`config.mk`:
```
export PLATFORM = sky130hd
export DESIGN_NAME = tla_dir_pred
export DESIGN_NICKNAME = d
export VERILOG_FILES = /design/src/rtl/tla_pkg.sv /design/src/rtl/tla_hist.sv /design/src/rtl/tla_index.sv /design/src/rtl/tla_ctr_table.sv /design/src/rtl/tla_dir_pred.sv
export SDC_FILE = /design/constraint.sdc
export NUM_CORES = 1
export LEC_CHECK = 0
export BUFFER_PORTS_ARGS = -buffer_cell sky130_fd_sc_hd__buf_2
export CORE_UTILIZATION = 60
export DETAILED_ROUTE_END_ITERATION = 8
export GPL_ROUTABILITY_DRIVEN = 0
export PLACE_DENSITY = 0.81
export SYNTH_ARGS = -nofsm -noshare
export SYNTH_HDL_FRONTEND = slang
export SYNTH_SLANG_ARGS = --single-unit
export TNS_END_PERCENT = 50
```
`constraint.sdc`:
```
create_clock -name clk -period 4.6 [get_ports clk]
set_input_delay 0.69 -clock clk [delete_from_list [all_inputs] [get_ports clk]]
set_output_delay 0.69 -clock clk [all_outputs]
set_load 0.02 [all_outputs]
```
`src/rtl/tla_pkg.sv`:
```
package tla_pkg;

    typedef enum logic [1:0] {
        CTR_SNT = 2'b00,
        CTR_WNT = 2'b01,
        CTR_WT  = 2'b10,
        CTR_ST  = 2'b11
    } ctr_e;

    typedef enum logic [1:0] {
        IDX_GLOBAL = 2'd0,
        IDX_LOCAL  = 2'd1,
        IDX_HASHED = 2'd2
    } idx_mode_e;

    function automatic int max3(input int a, input int b, input int c);
        int m;
        m = (a > b) ? a : b;
        return (m > c) ? m : c;
    endfunction

    function automatic int tidx_width(input idx_mode_e m, input int hist_w, input int pc_w);
        return (m == IDX_HASHED) ? hist_w : hist_w + pc_w;
    endfunction

endpackage

```
`src/rtl/tla_hist.sv`:
```
module tla_hist
    import tla_pkg::*;
#(
    parameter idx_mode_e MODE      = IDX_GLOBAL,
    parameter int        PCF_W     = 4,
    parameter int        HIST_W    = 2,
    parameter int        LHT_IDX_W = 3
) (
    input  logic              clk,
    input  logic              rst_n,
    input  logic [PCF_W-1:0]  p_pcf,
    input  logic [PCF_W-1:0]  u_pcf,
    input  logic              upd_valid,
    input  logic              upd_taken,
    output logic [HIST_W-1:0] p_hist,
    output logic [HIST_W-1:0] u_hist
);
    localparam int LHT_D = 1 << LHT_IDX_W;

    logic unused_pcf;
    assign unused_pcf = ^{p_pcf, u_pcf};

    if (MODE == IDX_LOCAL) begin : g_local
        logic [HIST_W-1:0]    lht [LHT_D];
        logic [LHT_IDX_W-1:0] p_sel;
        logic [LHT_IDX_W-1:0] u_sel;

        assign p_sel  = p_pcf[LHT_IDX_W-1:0];
        assign u_sel  = u_pcf[LHT_IDX_W-1:0];
        assign p_hist = lht[p_sel];
        assign u_hist = lht[u_sel];

        always_ff @(posedge clk) begin
            if (!rst_n) begin
                for (int i = 0; i < LHT_D; i++) lht[i] <= '0;
            end else if (upd_valid) begin
                lht[u_sel] <= {u_hist[HIST_W-2:0], upd_taken};
            end
        end

        AST_LHT_SHIFT: assert property (@(posedge clk) disable iff (!rst_n)
            upd_valid |=> lht[$past(u_sel)] == {$past(u_hist[HIST_W-2:0]), $past(upd_taken)});
    end else begin : g_shared
        logic [HIST_W-1:0] ghr;

        assign p_hist = ghr;
        assign u_hist = ghr;

        always_ff @(posedge clk) begin
            if (!rst_n) begin
                ghr <= '0;
            end else if (upd_valid) begin
                ghr <= {ghr[HIST_W-2:0], upd_taken};
            end
        end

        AST_GHR_SHIFT: assert property (@(posedge clk) disable iff (!rst_n)
            upd_valid |=> ghr == {$past(ghr[HIST_W-2:0]), $past(upd_taken)});
        AST_GHR_HOLD: assert property (@(posedge clk) disable iff (!rst_n)
            !upd_valid |=> $stable(ghr));
    end

endmodule

```
`src/rtl/tla_index.sv`:
```
module tla_index
    import tla_pkg::*;
#(
    parameter idx_mode_e MODE     = IDX_GLOBAL,
    parameter int        PCF_W    = 4,
    parameter int        PC_IDX_W = 4,
    parameter int        HIST_W   = 2,
    parameter int        TIDX_W   = 6
) (
    input  logic [PCF_W-1:0]  pcf,
    input  logic [HIST_W-1:0] hist,
    output logic [TIDX_W-1:0] idx
);
    logic unused_bits;
    assign unused_bits = ^pcf;

    if (MODE == IDX_HASHED) begin : g_hash
        assign idx = pcf[HIST_W-1:0] ^ hist;
    end else begin : g_concat
        assign idx = {hist, pcf[PC_IDX_W-1:0]};
    end

endmodule

```
`src/rtl/tla_ctr_table.sv`:
```
module tla_ctr_table
    import tla_pkg::*;
#(
    parameter int TIDX_W = 6
) (
    input  logic              clk,
    input  logic              rst_n,
    input  logic [TIDX_W-1:0] rd_idx,
    output logic              rd_taken,
    input  logic              upd_valid,
    input  logic [TIDX_W-1:0] upd_idx,
    input  logic              upd_taken
);
    localparam int DEPTH = 1 << TIDX_W;

    ctr_e tbl [DEPTH];
    ctr_e cur_state;
    ctr_e nxt_state;
    ctr_e rd_state;

    always_ff @(posedge clk) begin
        if (!rst_n) begin
            for (int i = 0; i < DEPTH; i++) tbl[i] <= CTR_WNT;
        end else if (upd_valid) begin
            tbl[upd_idx] <= nxt_state;
        end
    end

    always_comb begin
        cur_state = tbl[upd_idx];
        nxt_state = cur_state;
        unique case (cur_state)
            CTR_SNT: nxt_state = upd_taken ? CTR_WNT : CTR_SNT;
            CTR_WNT: nxt_state = upd_taken ? CTR_WT  : CTR_SNT;
            CTR_WT:  nxt_state = upd_taken ? CTR_ST  : CTR_WNT;
            CTR_ST:  nxt_state = upd_taken ? CTR_ST  : CTR_WT;
        endcase
    end

    always_comb begin
        rd_state = tbl[rd_idx];
        rd_taken = (rd_state == CTR_WT) || (rd_state == CTR_ST);
    end

    AST_SAT_TOP: assert property (@(posedge clk) disable iff (!rst_n)
        (upd_valid && upd_taken && cur_state == CTR_ST) |=> tbl[$past(upd_idx)] == CTR_ST);
    AST_SAT_BOTTOM: assert property (@(posedge clk) disable iff (!rst_n)
        (upd_valid && !upd_taken && cur_state == CTR_SNT) |=> tbl[$past(upd_idx)] == CTR_SNT);
    AST_STRONG_KEEPS: assert property (@(posedge clk) disable iff (!rst_n)
        (upd_valid && !upd_taken && cur_state == CTR_ST) |=> tbl[$past(upd_idx)] == CTR_WT);

endmodule

```
`src/rtl/tla_dir_pred.sv`:
```
module tla_dir_pred
    import tla_pkg::*;
#(
    parameter idx_mode_e MODE      = IDX_GLOBAL,
    parameter int        PC_W      = 32,
    parameter int        PC_LSB    = 2,
    parameter int        PC_IDX_W  = 4,
    parameter int        HIST_W    = 2,
    parameter int        LHT_IDX_W = 3
) (
    input  logic            clk,
    input  logic            rst_n,
    input  logic [PC_W-1:0] pred_pc,
    output logic            pred_taken,
    input  logic            upd_valid,
    input  logic [PC_W-1:0] upd_pc,
    input  logic            upd_taken
);
    localparam int PCF_W  = max3(PC_IDX_W, HIST_W, LHT_IDX_W);
    localparam int TIDX_W = tidx_width(MODE, HIST_W, PC_IDX_W);

    logic [PCF_W-1:0]  p_pcf;
    logic [PCF_W-1:0]  u_pcf;
    logic [HIST_W-1:0] p_hist;
    logic [HIST_W-1:0] u_hist;
    logic [TIDX_W-1:0] p_idx;
    logic [TIDX_W-1:0] u_idx;
    logic              pc_unused;

    assign p_pcf     = pred_pc[PC_LSB +: PCF_W];
    assign u_pcf     = upd_pc[PC_LSB +: PCF_W];
    assign pc_unused = ^{pred_pc, upd_pc};

    tla_hist #(
        .MODE(MODE), .PCF_W(PCF_W), .HIST_W(HIST_W), .LHT_IDX_W(LHT_IDX_W)
    ) u_hist_unit (
        .clk(clk), .rst_n(rst_n), .p_pcf(p_pcf), .u_pcf(u_pcf),
        .upd_valid(upd_valid), .upd_taken(upd_taken),
        .p_hist(p_hist), .u_hist(u_hist)
    );

    tla_index #(
        .MODE(MODE), .PCF_W(PCF_W), .PC_IDX_W(PC_IDX_W), .HIST_W(HIST_W), .TIDX_W(TIDX_W)
    ) u_idx_pred (
        .pcf(p_pcf), .hist(p_hist), .idx(p_idx)
    );

    tla_index #(
        .MODE(MODE), .PCF_W(PCF_W), .PC_IDX_W(PC_IDX_W), .HIST_W(HIST_W), .TIDX_W(TIDX_W)
    ) u_idx_upd (
        .pcf(u_pcf), .hist(u_hist), .idx(u_idx)
    );

    tla_ctr_table #(
        .TIDX_W(TIDX_W)
    ) u_table (
        .clk(clk), .rst_n(rst_n), .rd_idx(p_idx), .rd_taken(pred_taken),
        .upd_valid(upd_valid), .upd_idx(u_idx), .upd_taken(upd_taken)
    );

    AST_PRED_HOLD: assert property (@(posedge clk) disable iff (!rst_n)
        !upd_valid ##1 $stable(pred_pc) |-> $stable(pred_taken));
    AST_RESET_NT: assert property (@(posedge clk)
        !rst_n |=> !pred_taken);

endmodule

```
; Yosys cells after proc, flatten, opt, wreduce, memory -nomap -nowiden
; Memory sizes are Yosys's and may differ from the RTL's.
; Index checks and enable logic that the tools add are counted.
[op_classes]
addsub = 0
n_mul = 0
div_mod_pow = 0
order_cmp = 0
eq_ne = 5
n_shift = 0
n_mux = 12
n_bitwise = 0
reduce_logical = 3
[op_table]
columns = operator, count
row1 = $eq 2x2->1 const B, 4
row2 = $pmux 2 s4, 1
row3 = $mux 1, 7
row4 = $mux 2, 3
row5 = $mux 6, 1
row6 = $eq 2x1->1 const B, 1
row7 = $logic_not 2->1, 1
row8 = $reduce_or 2->1, 1
row9 = $logic_or 1x1->1, 1
[word_totals]
ff_bits = 2
latch_bits = 0
ramBits = 128
rom_bits = 0
input_bits = 68
output_inout_bits = 1
n_memories = 1
[mem_list]
columns = memory, words, word_bits, rd, rd_clocked_by_memory_dff, write_ports, line_no
row1 = u_table.tbl, 64, 2, 2, 0, 64, tla_ctr_table.sv:16  ; ctr_e tbl [DEPTH];

; Depth between registers and ports, before layout
; Gate-level depths: netlist (run 1).
[logic_depth]
word_depth = 5
mapped_depth = 13

; Hierarchy
; Synthesis (run 1) repeated with hierarchy kept, for this count alone.
[unflattened]
hier_cells = 641
hier_area_um2 = 7282.0
[by_module_without_submodules]
columns = mod, n_inst, cells_per_inst, area_per_inst_um2, seq_area_each_um2
row1 = tla_ctr_table, 1, 621, 7104.3, 3843.7
row2 = tla_index, 2, 6, 45.0, 0.0
row3 = tla_hist, 1, 8, 87.6, 40.0

; Worst setup path after synthesis (run 1)
; Ideal clock, no wire load.
[synth_timing]
path_type = input-to-output
start = input pred_pc[2]
end = output pred_taken
arrival_time_ns = 3.171
t_required_ns = 3.910
setup_slack_ns = 0.739
cell_stages = 5
cell_sequence = clkbuf_1 -> buf_1 -> mux4_2 -> mux4_2 -> mux4_2
[synth_between]
elab_chain_cells = 3
[synth_rtl]
columns = item, line_no
row1 = "start, declared", tla_dir_pred.sv:13  ; input logic [PC_W-1:0] pred_pc,
row2 = $mem_v2 64x2 *, -
row3 = $eq 2x2->1, tla_ctr_table.sv:42  ; rd_taken = (rd_state == CTR_WT) || (rd_state == CTR_ST);
row4 = $logic_or 1x1->1 *, tla_ctr_table.sv:42
row5 = "end, declared", tla_dir_pred.sv:14  ; output logic pred_taken,
; Every way passes the cells marked *; elsewhere a longest branch is shown, timed or not.

; Worst setup path after layout (run 1)
; Same ends and word-level chain as after synthesis.

==> impl_metrics.sql, run 1 <==
INSERT INTO impl_metrics (metric_group, metric, value, unit) VALUES
('logic_synthesis', 'synthesis.area', '7270', 'um^2'),
('logic_synthesis', 'postSynth.asyncResetShare', '0', '%'),
('clock_network', 'worst_skew_late_latency', '420', 'ps'),
('place', 'place.detailed.hpwl', '11000', 'um'),
('detailed_routing', 'count_of_tritonroute_iterations_in_the_first_routing_pass', '6', ''),
('die', 'total_die_area', '12600', 'um^2'),
('clock_network', 'cts_num_sinks', '130', ''),
('cells_and_area', 'finalCoreUtilization', '67.6', '%'),
('logic_synthesis', 'flop_and_latch_count_out_of_synthesis', '130', ''),
('logic_synthesis', 'synth.lib_cells_used.distinct', '49', ''),
('timing', 'hold_violation_total_from_the_final_report', '0', ''),
('timing', 'setup_tns', '0', 'ps'),
('detailed_routing', 'remaining_drc_errors', '0', ''),
('cells_and_area', 'multi_input_area', '2960', 'um^2'),
('clock_network', 'post_cts_resized', '0', ''),
('logic_synthesis', 'synth_nets', '717', ''),
('die', 'floorplan.die.width', '112', 'um'),
('grt', 'grt_first_pass_wirelength', '27300', 'um'),
('cells_and_area', 'ff_latch_area', '3880', 'um^2'),
('logic_synthesis', 'yosys.cell_count.top_type', 'sky130_fd_sc_hd__edfxtp_1', ''),
('detailed_routing', 'drt_first_iter_violations', '687', ''),
('logic_synthesis', 'cell_type_contributing_the_most_total_cell_area_after_synthesis', 'sky130_fd_sc_hd__edfxtp_1', ''),
('logic_synthesis', 'number_of_flops_mapped_to_enable_cells_by_yosys', '128', ''),
('power', 'power.total', '2960', 'uW'),
('cells_and_area', 'final_cell_area', '7850', 'um^2'),
('power', 'p_leak', '0.00233', 'uW'),
('detailed_routing', 'via_count', '5392', ''),
('critical_path', 'cp.required', '3910', 'ps'),
('grt', 'grt_antenna_before_repair', '0', ''),
('outcome', 'outcome', 'finished, final reports clean', ''),
('detailed_routing', 'route.antenna.remaining_nets', '0', ''),
('critical_path', 'critical_path.max_fanout', '16', ''),
('min_path', 'min-delay-path-class', 'in2reg', ''),
('die', 'start_util', '62.6', '%'),
('run', 'drv_cap', '0', ''),
('detailed_routing', 'detail_route.wl_per_cell', '22.9', 'um'),
('place', 'placed_cell_area', '7280', 'um^2'),
('power', 'power_density', '377', 'nW/um^2'),
('clock_network', 'cts_htree_levels', '4', ''),
('detailed_routing', 'detail_route.wirelength', '17700', 'um'),
('die', 'num_io_pins', '69', ''),
('clock_network', 'cts_hold_buf', '0', ''),
('clock_network', 'cts_setup_buffers', '0', ''),
('power', 'power_switching_share', '25.0', '%'),
('critical_path', 'crit_type', 'in2out', ''),
('timing', 'worstMarginPinSlew', '955', 'ps'),
('detailed_routing', 'vias_per_cell', '6.97', ''),
('clock_network', 'clk_pin_slew', '60', 'ps'),
('cells_and_area', 'drive_above_1_share', '19.2', '%'),
('power', 'irDropWorstVdd', '0.231', 'mV'),
('logic_synthesis', 'post_synth.cell_area_avg', '11.2', 'um^2'),
('grt', 'grt_max_degree', '52', ''),
('timing', 'slew_headroom', '36.3', '%'),
('timing', 'fin_clk_skew', '10.8', 'ps'),
('critical_path', 'critPathCaptureType', 'output pin', ''),
('logic_synthesis', 'netlist.area_leader.share', '52.9', '%'),
('logic_synthesis', 'synth.yosys.seq_area_share', '53.4', '%'),
('grt', 'number_of_global_route_vias_before_repair', '5182', ''),
('power', 'net-switching-power', '742', 'uW'),
('logic_synthesis', 'synth.yosys.warnings', '0', ''),
('power', 'share_comb_of_total_power', '10.8', '%'),
('logic_synthesis', 'netlist_top_cells_count', '128 x sky130_fd_sc_hd__edfxtp_1, 72 x sky130_fd_sc_hd__nor3_1, 69 x sky130_fd_sc_hd__o21ai_0', ''),
('critical_path', 'crit_path_start_kind', 'primary input', ''),
('cells_and_area', 'n_fill_cell', '768', ''),
('grt', 'grtUsageTotal', '29.7', '%'),
('power', 'internal_power', '2220', 'uW'),
('place', 'dp_cells', '742', ''),
('timing', 'period_minus_slack', '3740', 'ps'),
('timing', 'setup-violations-final', '0', ''),
('logic_synthesis', 'synth_top_flop_cell', 'sky130_fd_sc_hd__edfxtp_1', ''),
('die', 'fp.coreArea', '11600', 'um^2');
## registers in the layout, summed over array words and instances (netlist names)
signal              flops
u_table.tbl           128
u_hist_unit.p_hist      2
## layout make-up
cell class                      instances  share of cell area [%]
Inverter                                4                   0.191
Timing Repair Buffer                   33                    3.09
Clock buffer                           18                    5.47
Clock inverter                         14                    1.80
Tap cell                              143                    2.28
Multi-Input combinational cell        432                    37.7
Sequential cell                       130                    49.5
## worst max-delay path, stage by stage
cell                     delay [ps]
sky130_fd_sc_hd__buf_2          520
sky130_fd_sc_hd__mux4_2         650
sky130_fd_sc_hd__mux4_2         480
sky130_fd_sc_hd__mux4_2         500
sky130_fd_sc_hd__buf_2          180
## cells in the final DEF (no fill, tap or decap), types with 12 or more instances in the layout
master,count
sky130_fd_sc_hd__edfxtp_1,128
sky130_fd_sc_hd__nor3_1,72
sky130_fd_sc_hd__o21ai_0,69
sky130_fd_sc_hd__nor2_1,65
sky130_fd_sc_hd__nand2_1,64
sky130_fd_sc_hd__mux4_2,33
sky130_fd_sc_hd__mux2i_1,29
sky130_fd_sc_hd__buf_4,19
sky130_fd_sc_hd__clkbuf_16,17
sky130_fd_sc_hd__buf_2,12
## per-layer routing
| layer | part of all wire, % | wire length [um] | vias to the layer above | track usage, % |
|---|---|---|---|---|
| met4 | 4.5 | 801 | 0 | 17.6 |
| met3 | 9.1 | 1620 | 56 | 6.86 |
| met5 | 0 | 0 | - | 0 |
| li1 | - | - | 2349 | - |
| met1 | 36 | 6460 | 2639 | 36.8 |
| met2 | 50 | 8850 | 348 | 48.1 |
## power by group through the flow
stage	sequential, uW	combinational [uW]	clock, uW
floorplan	1350	250	0
global placement	1360	306	0
detailed placement	1360	312	0
CTS	1340	314	1300
global route	1340	339	1350
finish	1340	320	1310
## logic make-up (layout without fill, tap and decap cells)
logic type | count (synthesis) | after routing | share of synthesized area, %
AOI/OAI and AO/OA | 101 | 101 | 8.30
adders and majority gates | 2 | 2 | 0.293
buffers and inverters | 87 | 69 | 5.84
DFF | 130 | 130 | 53.4
muxes | 67 | 67 | 15.0
and+or+nand+nor | 262 | 262 | 17.1
## metrics by stage
step | worst slack (ps) | hold slack, ps
after CTS | 856 | 564
after floorplan | 739 | 723
after detailed placement | 626 | 712
after global routing | 733 | 565
final | 861 | 569
after global placement | 652 | 692
## final timing paths
kind	cells after the start	end	slack, ps	startpoint
max	5	pred_taken	860	pred_pc[2]
min	3	u_hist_unit.p_hist[0]$_SDFFE_PN0P_	570	upd_taken
max reg2reg	8	u_table.tbl[56][0]$_SDFFCE_PN1P_	1120	u_hist_unit.p_hist[0]$_SDFFE_PN0P_
min reg2reg	2	u_hist_unit.p_hist[0]$_SDFFE_PN0P_	760	u_hist_unit.p_hist[0]$_SDFFE_PN0P_
No activity file was read; power rests on OpenSTA's default activity.
==> run 2: changes to the inputs <==
--- a/config.mk
+++ b/config.mk
@@ -6,10 +6,10 @@
 export NUM_CORES = 1
 export LEC_CHECK = 0
 export BUFFER_PORTS_ARGS = -buffer_cell sky130_fd_sc_hd__buf_2
-export CORE_UTILIZATION = 60
+export CORE_UTILIZATION = 54
 export DETAILED_ROUTE_END_ITERATION = 8
 export GPL_ROUTABILITY_DRIVEN = 0
-export PLACE_DENSITY = 0.81
+export PLACE_DENSITY = 0.77
 export SYNTH_ARGS = -nofsm -noshare
 export SYNTH_HDL_FRONTEND = slang
 export SYNTH_SLANG_ARGS = --single-unit
==> constraint.sdc (replaced) <==
create_clock -name clk -period 3.1 [get_ports clk]
set_input_delay 0.465 -clock clk [delete_from_list [all_inputs] [get_ports clk]]
set_output_delay 0.465 -clock clk [all_outputs]
set_load 0.02 [all_outputs]
==> run 2 against run 1 <==
Compared with the run above:
- setup slack got worse by 790 ps
- critical path type is now reg2out
- the run now ends with DRC left
- clock-buffer cell count fell by 1
- combinational power rose by 64%
- register-to-register slack got worse by 890 ps
- sequential cell count did not move
- critical path depth fell by 1
- largest cell class unchanged
==> impl_metrics.sql, run 2 (synthesis gave the netlist of run 1 again) <==
INSERT INTO impl_metrics (metric_group, metric, value, unit) VALUES
('outcome', 'outcome', 'complete, but fails checks', ''),
('outcome', 'failed_checks', 'DRC', ''),
('detailed_routing', 'via_count', '5511', ''),
('min_path', 'min-delay-path-class', 'in2reg', ''),
('grt', 'number_of_global_route_vias_before_repair', '5251', ''),
('critical_path', 'cp.required', '2630', 'ps'),
('die', 'die_h', '118', 'um'),
('cells_and_area', 'most-common-layout-cells', '128 x sky130_fd_sc_hd__edfxtp_1, 72 x sky130_fd_sc_hd__nor3_1, 69 x sky130_fd_sc_hd__o21ai_0', ''),
('critical_path', 'cpPeakStageDelay', '530', 'ps'),
('cells_and_area', 'ff_latch_area', '3880', 'um^2'),
('critical_path', 'worstPathArrival', '2560', 'ps'),
('grt', 'grt_max_degree', '44', ''),
('detailed_routing', 'route.antenna.remaining_nets', '0', ''),
('timing', 'fin_clk_skew', '7.53', 'ps'),
('die', 'total_die_area', '13900', 'um^2'),
('critical_path', 'rrSetupSlack', '230', 'ps'),
('timing', 'slew_headroom', '61.7', '%'),
('cells_and_area', 'final_cell_area', '8270', 'um^2'),
('cells_and_area', 'registers.top_by_ff_count', 'u_table.tbl', ''),
('grt', 'grt-busiest-layer', 'met2', ''),
('grt', 'grt-ovfl-total', '0', ''),
('timing', 'period_minus_slack', '3030', 'ps'),
('min_path', 'min_delay_worst_endpoint', 'u_hist_unit.p_hist[0]$_SDFFE_PN0P_', ''),
('cells_and_area', 'final_common_cell', 'sky130_fd_sc_hd__edfxtp_1', ''),
('timing', 'post-route-period-util', '97.6', '%'),
('clock_network', 'cts_root_buf', 'sky130_fd_sc_hd__clkbuf_16', ''),
('detailed_routing', 'detail_route.wirelength', '18300', 'um'),
('critical_path', 'r2r_start', 'u_table.tbl[51][0]$_SDFFCE_PN1P_', ''),
('place', 'number_of_i_o_port_buffers', '12', ''),
('grt', 'grtUsageTotal', '27.0', '%'),
('cells_and_area', 'multi_input_area', '2970', 'um^2'),
('detailed_routing', 'count_of_tritonroute_iterations_in_the_first_routing_pass', '9', ''),
('grt', 'met2_usage', '45.5', '%'),
('place', 'dp_cells', '810', ''),
('cells_and_area', 'finish.net_count', '721', ''),
('die', 'rows', '42', ''),
('place', 'place.detailed.hpwl', '12200', 'um'),
('detailed_routing', 'vias_per_cell', '6.54', ''),
('grt', 'grt_first_pass_wirelength', '27900', 'um'),
('clock_network', 'cts_num_sinks', '130', ''),
('cells_and_area', 'largest_reg_flops', '128', ''),
('critical_path', 'crit_path_start_kind', 'flip-flop', ''),
('timing', 'worstMarginPinSlew', '575', 'ps'),
('critical_path', 'crit_chain', 'mux4_2 -> mux4_2 -> mux4_2 -> buf_2', ''),
('detailed_routing', 'detail_route.wl_per_cell', '21.7', 'um'),
('clock_network', 'clk_pin_slew', '60', 'ps'),
('critical_path', 'cp_max_delay_cell', 'sky130_fd_sc_hd__mux4_2', ''),
('grt', 'gr-usage-met1', '33.1', '%'),
('critical_path', 'r2r_endpoint', 'u_table.tbl[16][0]$_SDFFCE_PN1P_', ''),
('timing', 'hold_violation_total_from_the_final_report', '0', ''),
('die', 'floorplan.die.width', '118', 'um'),
('power', 'p_leak', '0.00254', 'uW'),
('timing', 'achievable-frequency', '331', 'MHz'),
('grt', 'grtUsageMet3', '7.12', '%'),
('clock_network', 'cts_htree_levels', '4', ''),
('cells_and_area', 'layout.cells.non_filler', '843', ''),
('timing', 'unrepaired_setup_endpoints_after_global_routing', 'false', ''),
('critical_path', 'worstRegToRegCells', '8', ''),
('clock_network', 'cts_hold_buf', '0', ''),
('timing', 'slew_viol_final', '0', ''),
('critical_path', 'critPathCaptureType', 'output pin', ''),
('min_path', 'hold_path_depth', '3', ''),
('run', 'drv_cap', '0', ''),
('clock_network', 'cts.path.max_buffers', '2', ''),
('critical_path', 'critical_path.max_fanout', '2', ''),
('critical_path', 'crit_type', 'reg2out', ''),
('cells_and_area', 'n_fill_cell', '967', ''),
('clock_network', 'cts_made_buffers', '17', ''),
('critical_path', 'crit_path_frequent_cell', 'sky130_fd_sc_hd__mux4_2', ''),
('min_path', 'timing.hold.worst.start', 'upd_taken', ''),
('cells_and_area', 'synthToLayoutAreaGrowth', '13.8', '%'),
('die', 'num_io_pins', '69', ''),
('detailed_routing', 'drt_first_iter_violations', '947', ''),
('clock_network', 'worst_skew_late_latency', '420', 'ps'),
('cells_and_area', 'drive_above_1_share', '23.7', '%'),
('power', 'power_density', '556', 'nW/um^2'),
('power', 'irDropWorstVdd', '0.395', 'mV'),
('detailed_routing', 'remaining_drc_errors', '2', ''),
('place', 'placed_cell_area', '7650', 'um^2'),
('die', 'fp.coreArea', '13200', 'um^2'),
('die', 'start_util', '55.1', '%'),
('timing', 'setup-violations-final', '0', ''),
('clock_network', 'cts_tree', 'built', ''),
('grt', 'grt_antenna_before_repair', '1', '');
[run 2: metal layers]
| layer | wire (um) | part of all wire (%) | vias to the layer above |
|---|---|---|---|
| met5 | 0 | 0 | - |
| met4 | 500 | 2.7 | 0 |
| met3 | 2160 | 12 | 54 |
| met2 | 9270 | 51 | 393 |
| met1 | 6380 | 35 | 2642 |
| li1 | - | - | 2422 |
[run 2: layout make-up]
| type | instances | share of cell area, % |
|---|---|---|
| inverters | 4 | 0.182 |
| clock inverters | 15 | 2.31 |
| clock buffers | 17 | 5.14 |
| repair buffers | 68 | 6.87 |
| diodes | 1 | 0.0303 |
| flip-flops and latches | 130 | 47.0 |
| well taps | 176 | 2.66 |
| multi-input cells | 432 | 35.8 |
[run 2: per-stage QoR]
step	power (uW)	hold slack (ps)	worst slack, ps	util, %	TNS, ps
4_1_cts	4590	368	97.6	62.7	0
3_5_place_dp	2530	736	-157	58.0	-10870
5_1_grt	4700	386	34.6	62.7	0
3_3_place_gp	2510	702	-73.7	58.0	-3410
2_1_floorplan	2380	635	26.4	-	0
6_report	4600	370	74.9	62.7	0
[run 2: repair_timing]
| action | in CTS | in global routing |
|---|---|---|
| resized for setup | 0 | 1 |
| setup endpoints to repair | 0 | 37 |
| buffers inserted | 0 | 0 |
[run 2: worst max-delay path, delay by kind of cell, from the launching register on]
family	cells	cell delay, ps
mux	3	1540
buf+inv	1	180
flops	1	410
[run 2: worst max-delay path by stage]
| stage | start | end | slack (ps) | cells after the start |
|---|---|---|---|---|
| floorplan | pred_pc[2] | pred_taken | 30 | 5 |
| global placement | upd_pc[4] | u_table.tbl[46][0]$_SDFFCE_PN1P_ | -70 | 10 |
| detailed placement | upd_pc[4] | u_table.tbl[38][0]$_SDFFCE_PN1P_ | -160 | 10 |
| CTS | u_table.tbl[28][1]$_SDFFCE_PN0P_ | pred_taken | 100 | 4 |
| global route | u_table.tbl[62][1]$_SDFFCE_PN0P_ | pred_taken | 30 | 4 |
| finish | u_table.tbl[62][1]$_SDFFCE_PN0P_ | pred_taken | 70 | 4 |
[run 2: report_power, final]
part           total [uW]  internal, uW  leakage (uW)  switching [uW]
Sequential           1990          1960       0.00112            23.5
Clock                2090          1340      0.000294             753
Combinational         525           194       0.00112             331
Total                4600          3490       0.00254            1110
